[config.mk]
export PLATFORM = sky130hd
export DESIGN_NAME = sar_seq
export DESIGN_NICKNAME = d
export VERILOG_FILES = /design/src/rtl/sar_pkg.sv /design/src/rtl/sar_edge_det.sv /design/src/rtl/sar_idle_timer.sv /design/src/rtl/sar_core.sv /design/src/rtl/sar_seq.sv
export SDC_FILE = /design/constraint.sdc
export NUM_CORES = 1
export LEC_CHECK = 0
export BUFFER_PORTS_ARGS = -buffer_cell sky130_fd_sc_hd__buf_2
export CAP_MARGIN = 20
export CORE_MARGIN = 5
export CORE_UTILIZATION = 56
export DETAILED_ROUTE_END_ITERATION = 6
export PLACE_DENSITY = 0.85
export REMOVE_ABC_BUFFERS = 1
export SLEW_MARGIN = 10
export SYNTH_ARGS = -nofsm -noshare
export SYNTH_HDL_FRONTEND = slang
export SYNTH_SLANG_ARGS = --single-unit
[constraint.sdc]
create_clock -name clk -period 1.84 [get_ports clk]
set_input_delay 0.184 -clock clk [delete_from_list [all_inputs] [get_ports clk]]
set_output_delay 0.184 -clock clk [all_outputs]
set_load 0.03 [all_outputs]
[src/rtl/sar_pkg.sv]
package sar_pkg;

    typedef enum logic {
        ST_IDLE = 1'b0,
        ST_TEST = 1'b1
    } sar_state_e;

endpackage

[src/rtl/sar_edge_det.sv]
module sar_edge_det (
    input  logic clk,
    input  logic rst,
    input  logic level_i,
    output logic rise_o
);

    logic prev_d, prev_q;

    always_comb begin
        prev_d = level_i;
        rise_o = level_i && !prev_q;
    end

    always_ff @(posedge clk) begin
        if (rst) prev_q <= 1'b0;
        else     prev_q <= prev_d;
    end

endmodule

[src/rtl/sar_idle_timer.sv]
module sar_idle_timer #(
    parameter int IDLE_LIMIT = 600
) (
    input  logic clk,
    input  logic rst,
    input  logic restart_i,
    output logic stale_o
);

    localparam int CW = $clog2(IDLE_LIMIT + 2);
    localparam logic [CW-1:0] LIM_C = CW'(IDLE_LIMIT);
    localparam logic [CW-1:0] SAT_C = CW'(IDLE_LIMIT + 1);

    logic [CW-1:0] cnt_d, cnt_q;

    // cnt_q equals the number of edges since the last accepted start,
    // saturating one beyond the limit.
    always_comb begin
        stale_o = (cnt_q > LIM_C);
        if (restart_i)          cnt_d = CW'(1);
        else if (cnt_q < SAT_C) cnt_d = cnt_q + CW'(1);
        else                    cnt_d = cnt_q;
    end

    always_ff @(posedge clk) begin
        if (rst) cnt_q <= '0;
        else     cnt_q <= cnt_d;
    end

endmodule

[src/rtl/sar_core.sv]
module sar_core
    import sar_pkg::*;
#(
    parameter int W = 16
) (
    input  logic         clk,
    input  logic         rst,
    input  logic         start_i,
    input  logic         stale_i,
    input  logic         cmp_i,
    output logic         accept_o,
    output logic [W-1:0] trial_o,
    output logic         busy_o,
    output logic [W-1:0] result_o,
    output logic         valid_o,
    output logic         invalid_o
);

    localparam logic [W-1:0] TOP_BIT = {1'b1, {(W-1){1'b0}}};

    typedef struct packed {
        sar_state_e   state;
        logic [W-1:0] trial;
        logic [W-1:0] bitsel;
        logic [W-1:0] result;
        logic         valid;
        logic         invalid;
        logic         bad_pend;
        logic         first;
    } core_t;

    core_t r_d, r_q;
    logic [W-1:0] kept_code;

    always_comb begin
        r_d       = r_q;
        r_d.valid = 1'b0;
        accept_o  = 1'b0;
        kept_code = cmp_i ? r_q.trial : (r_q.trial & ~r_q.bitsel);

        unique case (r_q.state)
            ST_IDLE: begin
                if (start_i) begin
                    accept_o     = 1'b1;
                    r_d.state    = ST_TEST;
                    r_d.trial    = TOP_BIT;
                    r_d.bitsel   = TOP_BIT;
                    r_d.bad_pend = r_q.first || stale_i;
                    r_d.first    = 1'b0;
                end
            end
            ST_TEST: begin
                if (r_q.bitsel[0]) begin
                    r_d.state   = ST_IDLE;
                    r_d.trial   = '0;
                    r_d.bitsel  = '0;
                    r_d.result  = kept_code ^ TOP_BIT;
                    r_d.valid   = 1'b1;
                    r_d.invalid = r_q.bad_pend;
                end else begin
                    r_d.trial  = kept_code | (r_q.bitsel >> 1);
                    r_d.bitsel = r_q.bitsel >> 1;
                end
            end
            default: r_d.state = ST_IDLE;
        endcase
    end

    always_ff @(posedge clk) begin
        if (rst) begin
            r_q          <= '0;
            r_q.state    <= ST_IDLE;
            r_q.first    <= 1'b1;
        end else begin
            r_q <= r_d;
        end
    end

    assign trial_o   = r_q.trial;
    assign busy_o    = (r_q.state == ST_TEST);
    assign result_o  = r_q.result;
    assign valid_o   = r_q.valid;
    assign invalid_o = r_q.invalid;

endmodule

[src/rtl/sar_seq.sv]
module sar_seq #(
    parameter int W          = 16,
    parameter int IDLE_LIMIT = 600
) (
    input  logic         clk,
    input  logic         rst,
    input  logic         conv_i,
    input  logic         cmp_i,
    output logic [W-1:0] trial_o,
    output logic         busy_o,
    output logic [W-1:0] result_o,
    output logic         valid_o,
    output logic         invalid_o
);

    logic conv_rise;
    logic accepted;
    logic stale;

    sar_edge_det u_edge (
        .clk     (clk),
        .rst     (rst),
        .level_i (conv_i),
        .rise_o  (conv_rise)
    );

    sar_idle_timer #(.IDLE_LIMIT(IDLE_LIMIT)) u_timer (
        .clk       (clk),
        .rst       (rst),
        .restart_i (accepted),
        .stale_o   (stale)
    );

    sar_core #(.W(W)) u_core (
        .clk       (clk),
        .rst       (rst),
        .start_i   (conv_rise),
        .stale_i   (stale),
        .cmp_i     (cmp_i),
        .accept_o  (accepted),
        .trial_o   (trial_o),
        .busy_o    (busy_o),
        .result_o  (result_o),
        .valid_o   (valid_o),
        .invalid_o (invalid_o)
    );

endmodule

# Word level (Yosys, flattened, before mapping)
# Cells that the tools add are included.
# W data, S select, Z words.
dict set report word_totals {
  output_inout_bits 35
  wordCells 38
  inputBits 4
  ff_bits 64
}
dict set report op_classes {
  n_eq_ne 1
  n_addsub 1
  order_cmp 2
  n_bitwise 5
  n_reduce_logical 8
  mux 10
}
# operator count
set ops {}
lappend ops {{$pmux W33 S2} 1}
lappend ops {{$mux W33} 1}
lappend ops {{$mux W32} 1}
lappend ops {{$and A16 B16 Y16} 1}
lappend ops {{$mux W16} 1}
lappend ops {{$not A16 Y16} 1}
lappend ops {{$or A16 B15 Y16} 1}
lappend ops {{$add A10 B1 Y10 const B} 1}
lappend ops {{$gt A10 B10 Y1 const B} 1}
lappend ops {{$lt A10 B10 Y1 const B} 1}
lappend ops {{$mux W1} 5}
lappend ops {{$reduce_and A2 Y1} 2}
lappend ops {{$reduce_or A2 Y1} 2}
lappend ops {{$mux W2} 1}
lappend ops {{$ne A2 B2 Y1 const B} 1}
lappend ops {{$not A1 Y1} 2}
lappend ops {{$reduce_bool A2 Y1} 1}
lappend ops {{$logic_and A1 B1 Y1} 1}
lappend ops {{$logic_not A1 Y1} 1}
lappend ops {{$logic_or A1 B1 Y1} 1}

# Depth between registers and ports, before layout
# Gate-level depths: netlist of run 1.
dict set report depth {
  ltp_word 6
  depth_mapped 6
  depth_no_buf 6
}

# By module
# From an unflattened synthesis of run 1, not the netlist that was laid out.
dict set report hier_totals {
  hier_cells 318
  area_unflattened_um2 2805.2
}
# module area_per_inst_um2 seq_area_each_um2 cells_per_inst n_inst
set by_module_without_submodules {}
lappend by_module_without_submodules {sar_core 2153.3 1061.0 240 1}
lappend by_module_without_submodules {sar_idle_timer 604.3 200.2 75 1}
lappend by_module_without_submodules {sar_edge_det 47.5 20.0 3 1}

# Worst setup path after synthesis of run 1
# OpenSTA, ideal clock, no wires.
dict set report synth_path {
  path_kind {reg2reg}
  from {register u_core.r_q (netlist bit u_core.busy_o)}
  to {register u_timer.cnt_q[9]}
  setup_ps 117
  n_path_buf 1
  slack_ps 191
  t_required_ps 1723
  arrival_time_ps 1532
  synth_period_minus_slack_ps 1649
  path_stages_with_launch 6
  path_cell_list {dfxtp_1 clkbuf_1 or3b_2 nand2b_1 nor3_1 a22o_1}
}
dict set report synth_via {
  elab_chain_cells 2
}
# element line
set synth_rtl {}
lappend synth_rtl {{start, declared} sar_core.sv:32} ;# core_t r_d, r_q;
lappend synth_rtl {{start signal, assigned} sar_core.sv:75} ;# r_q <= r_d;
lappend synth_rtl {{$mux W1} sar_core.sv:41} ;# unique case (r_q.state)
lappend synth_rtl {{$reduce_or A2 Y1 (no source line)} n/a}
lappend synth_rtl {{end signal, assigned} sar_idle_timer.sv:27} ;# else cnt_q <= cnt_d;
lappend synth_rtl {{end, declared} sar_idle_timer.sv:14} ;# logic [CW-1:0] cnt_d, cnt_q;
# Every way passes these cells.
# A chain may end at the register's enable or synchronous reset.

# Worst setup path after layout of run 1
dict set report layout_path {
  from {register u_timer.cnt_q[9]}
  to {register u_timer.cnt_q[8]}
}
dict set report layout_via {
  elab_chain_cells 1
}
# element line
set layout_rtl {}
lappend layout_rtl {{$lt A10 B10 Y1} sar_idle_timer.sv:21} ;# else if (cnt_q < SAT_C) cnt_d = cnt_q + CW'(1);
# Every way passes these cells.

==> reports/qor.csv, run 1 <==
stage;metric;value;unit
global_routing;grt_pass1_vias;2065;
timing;worst_pin_slew;0.601;ns
timing;slew_viol_final;0;
cells_and_area;antenna_cells;0;
clock_tree;cts_tree;yes;
die;start_util;0.574;
die;die-area;6290;µm²
worst_setup_path;criticalPathCategory;reg2reg;
die;core_area;4690;µm²
die;die_w;79.3;µm
worst_setup_path;worst_setup_path_end_kind;register;
worst_setup_path;startpoint_type;register;
clock_tree;clkTransAtPathRegs;0.07;ns
cells_and_area;final_cell_mix;dfxtp_1, a21oi_1, nand2_1;
logic_synthesis;postSynthAreaPerCell;8.63;µm²
clock_tree;cts_hold_buffers;0;
drt;drt_wl_total;5410;µm
global_routing;antenna_found_initial;0;
cells_and_area;drive_above_1_share;0.212;
timing;tns;0;ns
placement;finalWeightedCongestion;0.807;
worst_setup_path;critPathMaxFanout;6;
min_path;whs_path_depth;2;
logic_synthesis;ys_seq_area_frac;0.476;
worst_setup_path;ff2ff_path_depth;4;
timing;setup_viol;0;
placement;dp_hpwl;3470;µm
logic_synthesis;netlist_instances;312;
global_routing;grt_max_degree;31;
timing;rsz0062_at_grt;false;
drt;dr.pass1.iters;4;
placement;portBuffers;38;
min_path;whs_endpoint;u_edge.prev_q$_SDFF_PP0_;
logic_synthesis;synth_area;2690;µm²
status;status;finished clean;
min_path;min_path_type;in2reg;
worst_setup_path;crit_start;u_timer.cnt_q[9]$_SDFFE_PP0N_;
drt;post_drt_wl_per_cell;14.2;µm
pwr;ir_drop;0.000542;V
clock_tree;postCtsResizedCells;0;
worst_setup_path;r2r_slack;0.18;ns
timing;finalHoldViolCount;0;
drt;vias;2195;
die;die_h;79.3;µm
clock_tree;worst_skew_pair.late_latency;0.34;ns
pwr;powerDensity;946;nW/µm²
cells_and_area;finalNetCount;330;
die;ios;39;
logic_synthesis;synth-warning-count;0;
logic_synthesis;ys_types;32;
clock_tree;clockBufferDepth;2;
cells_and_area;final_common_cell;dfxtp_1;
pwr;power.leakage;1.12;nW
drt;drtIter0Drc;111;
timing;period_share;0.905;
drt;drcViolationCount;0;
worst_setup_path;r2r-end;u_timer.cnt_q[8]$_SDFFE_PP0N_;
cells_and_area;syn2layout_area_growth;8.50;%
cells_and_area;utilization;0.623;
clock_tree;root_buffer;clkbuf_8;
timing;fmax;601;MHz
run;drv_cap;0;
global_routing;grt_overflow_total;0;
clock_tree;cts_max_level;3;
clock_tree;clock_sinks;64;
global_routing;grt_pass1_wl;9020;µm
logic_synthesis;synth_seq_cells;64;
clock_tree;cts_buffers;9;
worst_setup_path;crit_arrival;1.94;ns
clock_tree;post-cts-setup-buffers;0;
die;num_rows;25;
timing;relSlewSlack;0.599;
worst_setup_path;required;2.11;ns
global_routing;grt.total_usage;0.185;
drt;viasPerCell;5.78;
min_path;min_from;conv_i;
cells_and_area;nFillCells;405;
timing;min_period;1.66;ns
timing;fin_skew;0.00973;ns
worst_setup_path;reg2reg_from;u_timer.cnt_q[9]$_SDFFE_PP0N_;
drt;final_antenna_net_count;0;
synth_stat cells:
| cell type | number | share of area |
|---|---|---|
| o21ai_0 | 23 | 0.043 |
| inv_2 | 1 | 0.0014 |
| or3b_2 | 1 | 0.0033 |
| buf_1 | 3 | 0.0042 |
| a32o_1 | 15 | 0.056 |
| clkbuf_1 | 10 | 0.014 |
| xnor2_1 | 1 | 0.0033 |
| a2111oi_0 | 1 | 0.0033 |
| nor2_1 | 9 | 0.013 |
| buf_2 | 2 | 0.0037 |
| nor2b_1 | 6 | 0.014 |
| nor3b_1 | 1 | 0.0028 |
| dfxtp_1 | 64 | 0.48 |
| or3_1 | 5 | 0.012 |
| mux2i_1 | 3 | 0.011 |
| o311ai_2 | 1 | 0.0060 |
| a21oi_1 | 52 | 0.097 |
| o21a_1 | 1 | 0.0028 |
| nor3_1 | 3 | 0.0056 |
| ha_1 | 3 | 0.014 |
| nand2_1 | 51 | 0.071 |
| buf_4 | 32 | 0.089 |
| or3_2 | 1 | 0.0028 |
| nand3_1 | 5 | 0.0093 |
| a211oi_1 | 2 | 0.0056 |
| nand2b_1 | 3 | 0.0070 |
| or4_4 | 1 | 0.0042 |
| and2_2 | 1 | 0.0028 |
| inv_1 | 6 | 0.0084 |
| a22o_1 | 3 | 0.0098 |
| a22oi_1 | 1 | 0.0028 |
| a21o_1 | 1 | 0.0028 |
worst max path at each step:
stage / endpoint / slack (ns)
3_3_place_gp: u_timer.cnt_q[7]$_SDFFE_PP0N_ / 0.19
3_5_place_dp: u_timer.cnt_q[7]$_SDFFE_PP0N_ / 0.11
2_1_floorplan: u_core.trial_o[10]$_SDFFE_PP0P_ / 0.06
6_report: u_timer.cnt_q[8]$_SDFFE_PP0N_ / 0.18
4_1_cts: u_timer.cnt_q[7]$_SDFFE_PP0N_ / 0.08
5_1_grt: u_timer.cnt_q[7]$_SDFFE_PP0N_ / 0.08
flip-flops by register name, summed over array words and instances, names as in the netlist:
signal            cells
u_core.busy_o         1
u_core.invalid_o      1
u_core.r_q           18
u_core.result_o      16
u_core.trial_o       16
u_core.valid_o        1
u_edge.prev_q         1
u_timer.cnt_q        10
through the flow:
step | power (mW) | hold slack (ns) | std cells | setup slack, ns | area (µm²)
detailed placement | 1.61 | 0.448 | 366 | 0.108 | 2720
finish | 2.76 | 0.108 | 380 | 0.176 | 2920
global route | 2.86 | 0.100 | 380 | 0.0799 | 2920
floorplan | 1.54 | 0.253 | 265 | 0.0604 | 2390
global placement | 1.60 | 0.427 | 366 | 0.190 | 2720
CTS | 2.77 | 0.0997 | 380 | 0.0763 | 2910
logic make-up after synthesis:
kind of cell,count (synthesis),share of synthesized area
compound gates,100,0.228
simple gates,87,0.147
flops,64,0.476
buf+inv,54,0.121
mux,3,0.0112
fa+ha+maj,3,0.0139
xor+xnor,1,0.00325
layout make-up:
type / instances / area (µm²) / share of cell area
Clock buffer: 11 / 151 / 0.0518
Clock inverter: 3 / 42.5 / 0.0146
Inverter: 7 / 26.3 / 0.00899
Multi-Input combinational cell: 194 / 1090 / 0.375
Sequential cell: 64 / 1280 / 0.439
Tap cell: 54 / 67.6 / 0.0231
Timing Repair Buffer: 47 / 258 / 0.0882
worst max-delay path, cell delays in order, from the launching register on:
cell and delay, ns:
dfxtp_1 0.36, and2_2 0.24, or4_4 0.49, or3_1 0.35, a21oi_1 0.14
metal layers:
metal / vias up / track usage / share of wire
met5: - / 0 / 0
met4: 0 / 0.107 / 0.036
met3: 18 / 0.0601 / 0.050
met2: 62 / 0.296 / 0.47
met1: 1032 / 0.215 / 0.45
li1: 1083 / - / -
where the power goes:
part	switching [mW]	internal, mW
logic	0.112	0.0495
registers	0.0165	1.40
clock network	0.501	0.682
total	0.629	2.13
Power figures use the tool's default switching activity.
==> run 2, diff against run 1 <==
--- a/config.mk
+++ b/config.mk
@@ -7,6 +7,7 @@
 export LEC_CHECK = 0
 export BUFFER_PORTS_ARGS = -buffer_cell sky130_fd_sc_hd__buf_2
 export CAP_MARGIN = 20
+export CORE_ASPECT_RATIO = 1.25
 export CORE_MARGIN = 5
 export CORE_UTILIZATION = 56
 export DETAILED_ROUTE_END_ITERATION = 6
==> run 2 against run 1 <==
Compared with the run above:
- core utilization increased by 0.71 points
- final area rose by 1.2%
- via count is 0.14% higher
- register-to-register slack worse by 0.06 ns
- worst hold slack gained 0.0087 ns
- first-iteration DRC count rose by 57%
- sequential power is essentially flat
- combinational power barely moved
- cell count up 2.4%
- clock skew down 0.0032 ns
- maximum frequency decreased by 3.3%
- largest cell class unchanged
- largest power group unchanged
==> reports/qor.csv, run 2 (synthesized netlist as in run 1, its figures left out) <==
stage;metric;value;unit;change
status;status;finished clean;;unchanged
die;ios;39;;unchanged
placement;finalWeightedCongestion;0.837;;was 0.807
clock_tree;root_buffer;clkbuf_8;;unchanged
drt;viasPerCell;5.65;;was 5.78
clock_tree;cts_max_level;3;;unchanged
die;die_w;72.0;µm;was 79.3 µm
cells_and_area;final_cell_mix;dfxtp_1, a21oi_1, nand2_1;;unchanged
drt;drcViolationCount;0;;unchanged
placement;dp_hpwl;3810;µm;was 3470 µm
worst_setup_path;critPathMaxFanout;3;;was 6
clock_tree;clock_sinks;64;;unchanged
placement;placed_area;2730;µm²;was 2720 µm²
pwr;p_int;2.25;mW;was 2.13 mW
timing;min_period;1.72;ns;was 1.66 ns
cells_and_area;syn2layout_area_growth;9.81;%;was 8.50%
cells_and_area;largest_register_ffs;18;;unchanged
pwr;swShare;0.226;;was 0.228
drt;drtIter0Drc;174;;was 111
timing;relSlewSlack;0.597;;was 0.599
die;start_util;0.574;;about the same
cells_and_area;finalNetCount;331;;was 330
timing;setup_viol;0;;unchanged
timing;finalHoldViolCount;0;;unchanged
drt;dr.pass1.iters;4;;unchanged
timing;timing.final.ws_setup;0.119;ns;was 0.176 ns
worst_setup_path;startpoint_type;register;;unchanged
timing;rsz0062_at_grt;false;;unchanged
global_routing;antenna_found_initial;0;;unchanged
pwr;power.leakage;1.14;nW;was 1.12 nW
placement;portBuffers;38;;unchanged
timing;slew_viol_final;0;;unchanged
timing;fmax;581;MHz;was 601 MHz
global_routing;grt_overflow_total;0;;unchanged
die;die_h;87.5;µm;was 79.3 µm
clock_tree;post-cts-setup-buffers;0;;unchanged
pwr;p_clk_frac;0.457;;was 0.428
drt;final_antenna_net_count;0;;unchanged
drt;vias;2198;;was 2195
run;drv_cap;0;;unchanged
pwr;powerDensity;983;nW/µm²;was 946 nW/µm²
placement;dp.cells;373;;was 366
pwr;power;2.91;mW;was 2.76 mW
cells_and_area;top_register;u_core.r_q;;unchanged
timing;fin_skew;0.00656;ns;was 0.00973 ns
worst_setup_path;crit_arrival;1.99;ns;was 1.94 ns
cells_and_area;final_common_cell;dfxtp_1;;unchanged
min_path;min_path_type;in2reg;;unchanged
timing;hold_ws;0.117;ns;was 0.108 ns
cells_and_area;antenna_cells;0;;unchanged
die;core_area;4690;µm²;about the same
cells_and_area;stdcell_area;2960;µm²;was 2920 µm²
die;num_rows;28;;was 25
timing;worst_pin_slew;0.605;ns;was 0.601 ns
worst_setup_path;r2r_slack;0.12;ns;was 0.18 ns
global_routing;grt_pass1_wl;9180;µm;was 9020 µm
pwr;ir_drop;0.000514;V;was 0.000542 V
die;die-area;6300;µm²;was 6290 µm²
clock_tree;clkTransAtPathRegs;0.07;ns;about the same
clock_tree;worst_skew_pair.late_latency;0.34;ns;about the same
global_routing;grt_max_degree;31;;unchanged
global_routing;grt.total_usage;0.185;;about the same
clock_tree;cts_hold_buffers;0;;unchanged
drt;drt_wl_total;5420;µm;was 5410 µm
cells_and_area;final_cell_count_no_fill;389;;was 380
timing;tns;0;ns;unchanged
drt;post_drt_wl_per_cell;13.9;µm;was 14.2 µm
clock_tree;cts_buffers;9;;unchanged
global_routing;grt_pass1_vias;2024;;was 2065
worst_setup_path;required;2.10;ns;was 2.11 ns
pwr;p_sw;0.657;mW;was 0.629 mW
timing;period_share;0.935;;was 0.905
worst_setup_path;criticalPathCategory;reg2reg;;unchanged
clock_tree;clockBufferDepth;2;;unchanged
cells_and_area;drive_above_1_share;0.210;;was 0.212
placement;dpl_worst_slack;0.0913;ns;was 0.108 ns
worst_setup_path;worst_setup_path_end_kind;register;;unchanged
pwr;p_comb_frac;0.055;;was 0.058
clock_tree;cts_tree;yes;;unchanged
cells_and_area;utilization;0.630;;was 0.623
pwr;seqPwrFrac;0.488;;was 0.514
## run 2: critical path, cell delays in order, from the launching register on
cell and delay (ns):
dfxtp_1 0.32, inv_1 0.11, ha_1 0.15, nor2b_1 0.21
o21ai_0 0.14, a2111oi_1 0.48, mux2i_1 0.24
## run 2: power groups by stage
| stage | Sequential, mW | Combinational (mW) | Clock, mW |
|---|---|---|---|
| 5_1_grt | 1.42 | 0.180 | 1.42 |
| 6_report | 1.42 | 0.161 | 1.33 |
| 3_3_place_gp | 1.45 | 0.155 | 0 |
| 4_1_cts | 1.42 | 0.161 | 1.35 |
| 2_1_floorplan | 1.45 | 0.0855 | 0 |
| 3_5_place_dp | 1.45 | 0.160 | 0 |
## run 2: layout make-up
| class | instances | area, µm² |
|---|---|---|
| Multi-Input combinational cell | 194 | 1090 |
| Timing Repair Buffer | 48 | 265 |
| Clock buffer | 11 | 141 |
| Fill cell | 393 | 1740 |
| Tap cell | 60 | 75.1 |
| Inverter | 7 | 26.3 |
| Sequential cell | 64 | 1280 |
| Clock inverter | 5 | 80.1 |
## run 2: worst paths after layout
check | cells after the start | endpoint | from
worst max-delay path | 6 | u_timer.cnt_q[7]$_SDFFE_PP0N_ | u_timer.cnt_q[0]$_SDFFE_PP0P_
worst min-delay path | 2 | u_edge.prev_q$_SDFF_PP0_ | conv_i
worst max register to register | 6 | u_timer.cnt_q[7]$_SDFFE_PP0N_ | u_timer.cnt_q[0]$_SDFFE_PP0P_
worst min register to register | 1 | u_core.result_o[9]$_SDFFE_PP0P_ | u_core.result_o[9]$_SDFFE_PP0P_
## run 2: per-layer routing
metal	vias to the layer above	GRT usage	routed length, µm	share of wire
li1	1079	-	-	-
met1	1042	0.210	2230	0.41
met2	60	0.314	2730	0.50
met3	17	0.0566	328	0.060
met4	0	0.0940	131	0.024
met5	-	0	0	0
## run 2: what timing repair did
| action | in CTS | in global routing |
|---|---|---|
| endpoints found under the hold margin | 0 | 0 |
| resized for setup | 0 | 1 |
| endpoints found under the setup margin | 0 | 1 |
